<file path="src/rtl/rsv_pkg.sv">
package rsv_pkg;

  localparam int unsigned TAG_NONE = 0;

  // Tag owned by a slot: its index plus one, so zero stays free.
  function automatic int unsigned slot_tag(input int unsigned idx);
    return idx + 1;
  endfunction

endpackage

</file>
<file path="src/rtl/rsv_entry.sv">
module rsv_entry #(
  parameter int unsigned OP_W   = 4,
  parameter int unsigned DATA_W = 16,
  parameter int unsigned TAG_W  = 4
) (
  input  logic              clk,
  input  logic              rst_n,
  input  logic              alloc,
  input  logic              release_i,
  input  logic [OP_W-1:0]   in_op,
  input  logic [DATA_W-1:0] in_vj,
  input  logic [TAG_W-1:0]  in_qj,
  input  logic [DATA_W-1:0] in_vk,
  input  logic [TAG_W-1:0]  in_qk,
  input  logic              cdb_valid,
  input  logic [TAG_W-1:0]  cdb_tag,
  input  logic [DATA_W-1:0] cdb_value,
  output logic              busy,
  output logic              ready,
  output logic [OP_W-1:0]   op,
  output logic [DATA_W-1:0] vj,
  output logic [DATA_W-1:0] vk,
  output logic [TAG_W-1:0]  qj,
  output logic [TAG_W-1:0]  qk
);

  function automatic logic snoop_hit(input logic [TAG_W-1:0] q,
                                     input logic             bv,
                                     input logic [TAG_W-1:0] bt);
    return bv && (q != TAG_W'(rsv_pkg::TAG_NONE)) && (q == bt);
  endfunction

  logic hit_in_j, hit_in_k, hit_j, hit_k;

  assign hit_in_j = snoop_hit(in_qj, cdb_valid, cdb_tag);
  assign hit_in_k = snoop_hit(in_qk, cdb_valid, cdb_tag);
  assign hit_j    = busy && snoop_hit(qj, cdb_valid, cdb_tag);
  assign hit_k    = busy && snoop_hit(qk, cdb_valid, cdb_tag);

  always_ff @(posedge clk) begin
    if (!rst_n) begin
      busy <= 1'b0;
      op   <= '0;
      vj   <= '0;
      vk   <= '0;
      qj   <= '0;
      qk   <= '0;
    end else if (alloc) begin
      busy <= 1'b1;
      op   <= in_op;
      vj   <= hit_in_j ? cdb_value : in_vj;
      qj   <= hit_in_j ? '0 : in_qj;
      vk   <= hit_in_k ? cdb_value : in_vk;
      qk   <= hit_in_k ? '0 : in_qk;
    end else begin
      if (release_i) begin
        busy <= 1'b0;
      end
      if (hit_j) begin
        vj <= cdb_value;
        qj <= '0;
      end
      if (hit_k) begin
        vk <= cdb_value;
        qk <= '0;
      end
    end
  end

  assign ready = busy && (qj == '0) && (qk == '0);

endmodule

</file>
<file path="src/rtl/rsv_alloc.sv">
module rsv_alloc #(
  parameter int unsigned N_ENT = 4,
  localparam int unsigned IDX_W = (N_ENT > 1) ? $clog2(N_ENT) : 1
) (
  input  logic [N_ENT-1:0] busy_vec,
  output logic             any_free,
  output logic [N_ENT-1:0] pick_oh,
  output logic [IDX_W-1:0] pick_idx
);

  always_comb begin
    any_free = 1'b0;
    pick_oh  = '0;
    pick_idx = '0;
    for (int i = 0; i < N_ENT; i++) begin
      if (!busy_vec[i] && !any_free) begin
        any_free    = 1'b1;
        pick_oh[i]  = 1'b1;
        pick_idx    = IDX_W'(i);
      end
    end
  end

endmodule

</file>
<file path="src/rtl/rsv_age_sel.sv">
module rsv_age_sel #(
  parameter int unsigned N_ENT = 4,
  localparam int unsigned IDX_W = (N_ENT > 1) ? $clog2(N_ENT) : 1
) (
  input  logic             clk,
  input  logic             rst_n,
  input  logic [N_ENT-1:0] alloc_oh,
  input  logic [N_ENT-1:0] busy_vec,
  input  logic [N_ENT-1:0] ready_vec,
  output logic             grant_valid,
  output logic [N_ENT-1:0] grant_oh,
  output logic [IDX_W-1:0] grant_idx
);

  // older_m[i][j] set: slot i was issued before slot j.
  logic [N_ENT-1:0] older_m [N_ENT];

  genvar gi;
  generate
    for (gi = 0; gi < N_ENT; gi++) begin : g_row
      always_ff @(posedge clk) begin
        if (!rst_n) begin
          older_m[gi] <= '0;
        end else begin
          for (int j = 0; j < N_ENT; j++) begin
            if (alloc_oh[gi]) begin
              older_m[gi][j] <= 1'b0;
            end else if (alloc_oh[j]) begin
              older_m[gi][j] <= busy_vec[gi];
            end
          end
        end
      end
    end
  endgenerate

  always_comb begin
    grant_oh = '0;
    for (int i = 0; i < N_ENT; i++) begin
      grant_oh[i] = ready_vec[i];
      for (int j = 0; j < N_ENT; j++) begin
        if (j != i && ready_vec[j] && older_m[j][i]) begin
          grant_oh[i] = 1'b0;
        end
      end
    end
  end

  always_comb begin
    grant_idx = '0;
    for (int i = 0; i < N_ENT; i++) begin
      if (grant_oh[i]) begin
        grant_idx = IDX_W'(i);
      end
    end
  end

  assign grant_valid = |grant_oh;

endmodule

</file>
<file path="src/rtl/rsv_bank.sv">
module rsv_bank #(
  parameter int unsigned N_ENT  = 4,
  parameter int unsigned OP_W   = 4,
  parameter int unsigned DATA_W = 16,
  parameter int unsigned TAG_W  = 4
) (
  input  logic              clk,
  input  logic              rst_n,
  input  logic              iss_valid,
  input  logic [OP_W-1:0]   iss_op,
  input  logic [DATA_W-1:0] iss_vj,
  input  logic [TAG_W-1:0]  iss_qj,
  input  logic [DATA_W-1:0] iss_vk,
  input  logic [TAG_W-1:0]  iss_qk,
  output logic              iss_full,
  output logic [TAG_W-1:0]  iss_tag,
  input  logic              cdb_valid,
  input  logic [TAG_W-1:0]  cdb_tag,
  input  logic [DATA_W-1:0] cdb_value,
  output logic              dsp_valid,
  output logic [OP_W-1:0]   dsp_op,
  output logic [DATA_W-1:0] dsp_vj,
  output logic [DATA_W-1:0] dsp_vk,
  output logic [TAG_W-1:0]  dsp_tag
);

  localparam int unsigned IDX_W = (N_ENT > 1) ? $clog2(N_ENT) : 1;

  // Named internal events, also watched by the checker.
  logic [N_ENT-1:0]       busy_vec;
  logic [N_ENT-1:0]       ready_vec;
  logic [N_ENT-1:0]       pick_oh;
  logic [N_ENT-1:0]       alloc_oh;
  logic [N_ENT-1:0]       grant_oh;
  logic [N_ENT*TAG_W-1:0] qj_flat;
  logic [N_ENT*TAG_W-1:0] qk_flat;
  logic [IDX_W-1:0]       pick_idx;
  logic [IDX_W-1:0]       grant_idx;
  logic                   any_free;
  logic                   issue_fire;

  logic [OP_W-1:0]   op_a [N_ENT];
  logic [DATA_W-1:0] vj_a [N_ENT];
  logic [DATA_W-1:0] vk_a [N_ENT];
  logic [TAG_W-1:0]  qj_a [N_ENT];
  logic [TAG_W-1:0]  qk_a [N_ENT];

  rsv_alloc #(.N_ENT(N_ENT)) alloc_i (
    .busy_vec (busy_vec),
    .any_free (any_free),
    .pick_oh  (pick_oh),
    .pick_idx (pick_idx)
  );

  assign iss_full   = !any_free;
  assign issue_fire = iss_valid && any_free;
  assign alloc_oh   = issue_fire ? pick_oh : '0;
  assign iss_tag    = TAG_W'(rsv_pkg::slot_tag(32'(pick_idx)));

  genvar gs;
  generate
    for (gs = 0; gs < N_ENT; gs++) begin : g_slot
      rsv_entry #(.OP_W(OP_W), .DATA_W(DATA_W), .TAG_W(TAG_W)) ent_i (
        .clk       (clk),
        .rst_n     (rst_n),
        .alloc     (alloc_oh[gs]),
        .release_i (grant_oh[gs]),
        .in_op     (iss_op),
        .in_vj     (iss_vj),
        .in_qj     (iss_qj),
        .in_vk     (iss_vk),
        .in_qk     (iss_qk),
        .cdb_valid (cdb_valid),
        .cdb_tag   (cdb_tag),
        .cdb_value (cdb_value),
        .busy      (busy_vec[gs]),
        .ready     (ready_vec[gs]),
        .op        (op_a[gs]),
        .vj        (vj_a[gs]),
        .vk        (vk_a[gs]),
        .qj        (qj_a[gs]),
        .qk        (qk_a[gs])
      );
      assign qj_flat[gs*TAG_W +: TAG_W] = qj_a[gs];
      assign qk_flat[gs*TAG_W +: TAG_W] = qk_a[gs];
    end
  endgenerate

  rsv_age_sel #(.N_ENT(N_ENT)) sel_i (
    .clk         (clk),
    .rst_n       (rst_n),
    .alloc_oh    (alloc_oh),
    .busy_vec    (busy_vec),
    .ready_vec   (ready_vec),
    .grant_valid (dsp_valid),
    .grant_oh    (grant_oh),
    .grant_idx   (grant_idx)
  );

  assign dsp_op  = op_a[grant_idx];
  assign dsp_vj  = vj_a[grant_idx];
  assign dsp_vk  = vk_a[grant_idx];
  assign dsp_tag = TAG_W'(rsv_pkg::slot_tag(32'(grant_idx)));

endmodule

</file>
<file path="config.mk">
export PLATFORM = sky130hd
export DESIGN_NAME = rsv_bank
export DESIGN_NICKNAME = d
export VERILOG_FILES = /design/src/rtl/rsv_pkg.sv /design/src/rtl/rsv_entry.sv /design/src/rtl/rsv_alloc.sv /design/src/rtl/rsv_age_sel.sv /design/src/rtl/rsv_bank.sv
export SDC_FILE = /design/constraint.sdc
export NUM_CORES = 1
export LEC_CHECK = 0
export ABC_CLOCK_PERIOD_IN_PS = 2900
export BUFFER_PORTS_ARGS = -buffer_cell sky130_fd_sc_hd__buf_4
export CORE_MARGIN = 8
export CORE_UTILIZATION = 50
export CTS_BUF_LIST = sky130_fd_sc_hd__clkbuf_8
export DETAILED_ROUTE_END_ITERATION = 10
export PLACE_DENSITY = 0.7
export SLEW_MARGIN = 15
export SYNTH_ARGS = -nofsm -noshare
export SYNTH_HDL_FRONTEND = slang
export SYNTH_SLANG_ARGS = --single-unit
</file>
<file path="constraint.sdc">
create_clock -name clk -period 2.9 [get_ports clk]
set_input_delay 0.29 -clock clk [delete_from_list [all_inputs] [get_ports clk]]
set_output_delay 0.29 -clock clk [all_outputs]
set_load 0.05 [all_outputs]
</file>
==> metrics.md <==
| Metric | Value |
|---|---|
| Met1 Wirelength | 15300 um |
| Multi-input logic area | 6580 um^2 |
| Synth Warn # | 0 |
| Largest net degree at the start of global routing | 134 |
| Internal power | 4.15 mW |
| Worst EP arrival | 2930 ps |
| Worst skew pair latency | 480 ps |
| Area leader, netlist | dfxtp_1 |
| Root Buffer | clkbuf_8 |
| Most instantiated cells after synthesis | nand2_1 (278), dfxtp_1 (180), mux2i_1 (156) |
| R2R cell count | 7 |
| WS Path Type | reg2out |
| Sequential fraction of the synthesis area | 0.370 |
| RSZ-0062 raised after global routing | yes |
| Final Hold Fails | 0 |
| Max-Cap Viols | 0 |
| Worst Setup End Kind | output pin |
| Synthesized area | 10700 um^2 |
| Detail Route Antenna Nets | 0 |
| Final cycle utilization of the critical path | 1.11 |
| Worst-Margin Slew | 814 ps |
| Final worst setup slack | -318 ps |
| Reg2Reg Capture Point | g_slot[3].ent_i.vj[15]$_SDFFE_PN0P_ |
| First-pass GRT wire length | 55300 um |
| Dominant cells by area after synthesis | dfxtp_1 (34%), mux2i_1 (15%), nand2_1 (9.7%) |
| Die Width | 162 um |
| Adder-cell share of the synthesized area | 0.00117 |
| R2R Setup Slk | 610 ps |
| Netlist cell types | 55 |
| Final Critical Period | 3220 ps |
| Bufs on Longest Clock Path | 2 |
| Post-Synth XOR/XNOR Area | 0.0278 |
| CTS Hold Buffers Added | 0 |
| Leakage | 6.84 nW |
| Reg2reg start | g_slot[3].ent_i.qj[0]$_SDFFE_PN0P_ |
| Startpoint Class | register |
| Synth Area in Compound Gates | 0.131 |
| Share of flip-flops with an asynchronous set or reset | 0 |
| Final #Nets | 1450 |
| Routed WL | 36600 um |
| Clock power frac | 0.298 |
| Critical path launch point | g_slot[3].ent_i.qk[1]$_SDFFE_PN0P_ |
| Multiplexer share of the synthesized area | 0.146 |
| Cell count after synthesis | 1299 |
| Total GRT Usage | 0.264 |
| Total power | 6.16 mW |
| # setup viols final | 40 |
| CTS tree | built |
| Clock slew at reported path FFs | 100 ps |
| Number of synthesized flops with an enable pin | 12 |
| DRT iter0 DRCs | 973 |
| Layout Area Growth over Synthesis | 24.1% |
| Worst hold-check path type | in2reg |
| H-tree levels | 4 |
| Vias per cell | 6.03 |
| I/O pins | 114 |
| Clock skew | 15.5 ps |
| CP Max Fanout | 6 |
| Max VDD drop | 298 uV |
| Top-area cell type share of the netlist area | 0.336 |
| Congestion Overflow GR | 0 |
| Vias post-DR | 10100 |
| Gpl congestion | 0.832 |
| CP Capture Point | dsp_vj[2] |
| Post-DP HPWL | 21800 um |
| Slew Limit Fails | 0 |
| Fill cells | 1801 |
| Post-synthesis register bit count | 192 |
| Fmax | 0.311 GHz |
| Status | finished with violations |
| Layout cells sized above 1 | 0.258 |
| Main synth FF type | dfxtp_1 |
| Most frequent cell after synthesis | nand2_1 |
| Met2 WL | 17200 um |
| Initial antenna violation count | 0 |
| Routed WL per cell | 21.9 um |
| Initial Util | 0.509 |
| DR top layer | met4 |
| DRT Pass-1 Iters | 5 |
| Clock sink count | 192 |
| Net Sw Power | 2.01 mW |
| I/O Buffers | 111 |
| DRC violations left | 0 |
| Switching share of power | 0.327 |
| Hold path start | iss_qj[0] |
| Full die area | 26400 um^2 |
| CTS buffer count | 17 |
| Sequential share of power | 0.464 |
| Die height | 162 um |
| Row cnt | 53 |
| Core area | 21000 um^2 |
| Met3 wire length | 3010 um |
| Register Area | 3970 um^2 |
| Failing checks | setup timing |
| WHS Path Cells | 2 |
| Vias in the first global route | 9858 |
| Slew HR | 0.457 |
| Combinational family with the most area after synthesis | simple AND/OR/NAND/NOR gates |
| Simple-gate area share of the yosys netlist | 0.264 |
| Pre-CTS worst setup slack | 167 ps |
| Syn_area_per_cell | 8.25 um^2 |
| Critical path required time | 2610 ps |
| Pwr dens | 464 nW/um^2 |
| Comb pwr share | 0.238 |
## power by group through the flow
stage          clock network, mW  registers (mW)  logic (mW)
6_report                    1.84            2.86        1.47
4_1_cts                     1.82            2.85        1.38
3_5_place_dp                   0            2.91        1.29
3_3_place_gp                   0            2.91        1.27
5_1_grt                     1.93            2.87        1.55
2_1_floorplan                  0            2.89       0.880
## placed cells by master, fill, tap and decap left out, drive strengths merged, types with 2 or more instances in the layout
cell	Yosys	layout
nor2	15	15
o22ai	25	25
xnor2	12	12
nand4	4	4
nand3	47	47
nor4	10	10
inv	9	13
nand4b	2	2
and3	103	103
a22o	5	5
nor3b	2	2
nand2b	8	8
and2	33	33
or2	2	2
and2b	4	4
nand2	278	278
nor3	14	14
dfxtp	180	180
buf	51	184
bufinv	0	2
a211oi	36	36
or4	4	4
o21ai	109	109
edfxtp	12	12
nor2b	36	36
mux2i	156	156
a21boi	17	17
conb	1	2
a221o	3	3
clkbuf	77	24
clkinv	0	5
clkinvlp	0	3
or3	3	3
a21oi	7	7
xor2	22	22
## worst min-delay path by stage
stage,to,slack [ps]
6_report,g_slot[3].ent_i.qj[0]$_SDFFE_PN0P_,70
5_1_grt,g_slot[3].ent_i.qj[0]$_SDFFE_PN0P_,50
4_1_cts,g_slot[3].ent_i.qj[1]$_SDFFE_PN0P_,50
3_5_place_dp,g_slot[2].ent_i.op[0]$_SDFFE_PN0N_,450
3_3_place_gp,g_slot[2].ent_i.op[1]$_SDFFE_PN0N_,450
2_1_floorplan,g_slot[3].ent_i.qk[1]$_SDFFE_PN0P_,420
## per-layer routing
layer | up-vias | GRT usage
li1 | 4646 | -
met4 | 0 | 0.0989
met3 | 70 | 0.0533
met1 | 4869 | 0.339
met5 | - | 0
met2 | 486 | 0.429
## worst max-delay path, stage by stage, from the launching register on
cell      delay [ps]
dfxtp_2          330
or4_4            530
and4bb_4         370
o21ai_1          110
a221o_1          350
inv_4            110
buf_12           150
buf_16           150
nand2_2           70
o21ai_2           90
buf_6            190
## logic make-up (layout without fill, tap and decap cells)
logic type / after synthesis / count (layout)
simple gates: 569 / 569
xor+xnor: 34 / 34
compound gates: 209 / 209
fa+ha+maj: 1 / 1
other cells: 1 / 3
flops: 192 / 192
buf+inv: 137 / 231
mux: 156 / 156
## final cells by class
cell class,count,area share
Antenna cell,1,0.000188
Multi-Input combinational cell,971,0.495
Tap cell,275,0.0259
Sequential cell,192,0.299
Timing Repair Buffer,190,0.148
Clock buffer,18,0.0186
Clock inverter,14,0.0107
Inverter,9,0.00273
## state kept, by name, summed over array words and instances (netlist names)
signal and flops:
sel_i.older_m 12, g_slot.ent_i.vk 64, g_slot.ent_i.qj 16, g_slot.ent_i.vj 64, g_slot.ent_i.qk 16, g_slot.ent_i.busy 4
g_slot.ent_i.op 16
## per-stage QoR
step	area [um^2]	std cells	hold WS [ps]	utilization	setup TNS (ps)
4_1_cts	12900	1654	50.5	0.614	-8900
5_1_grt	13300	1669	52.7	0.632	-14440
6_report	13300	1670	70.0	0.633	-10650
3_5_place_dp	11800	1610	454	0.563	0
2_1_floorplan	10700	1300	423	-	0
3_3_place_gp	11800	1610	448	0.563	0
## timing repair
action | in CTS | in global routing
resized for setup | 148 | 44
endpoints found under the setup margin | 40 | 40
pin swaps | 17 | 40
setup buffers | 9 | 8
gates cloned | 5 | 7
Power figures use the tool's default switching activity.
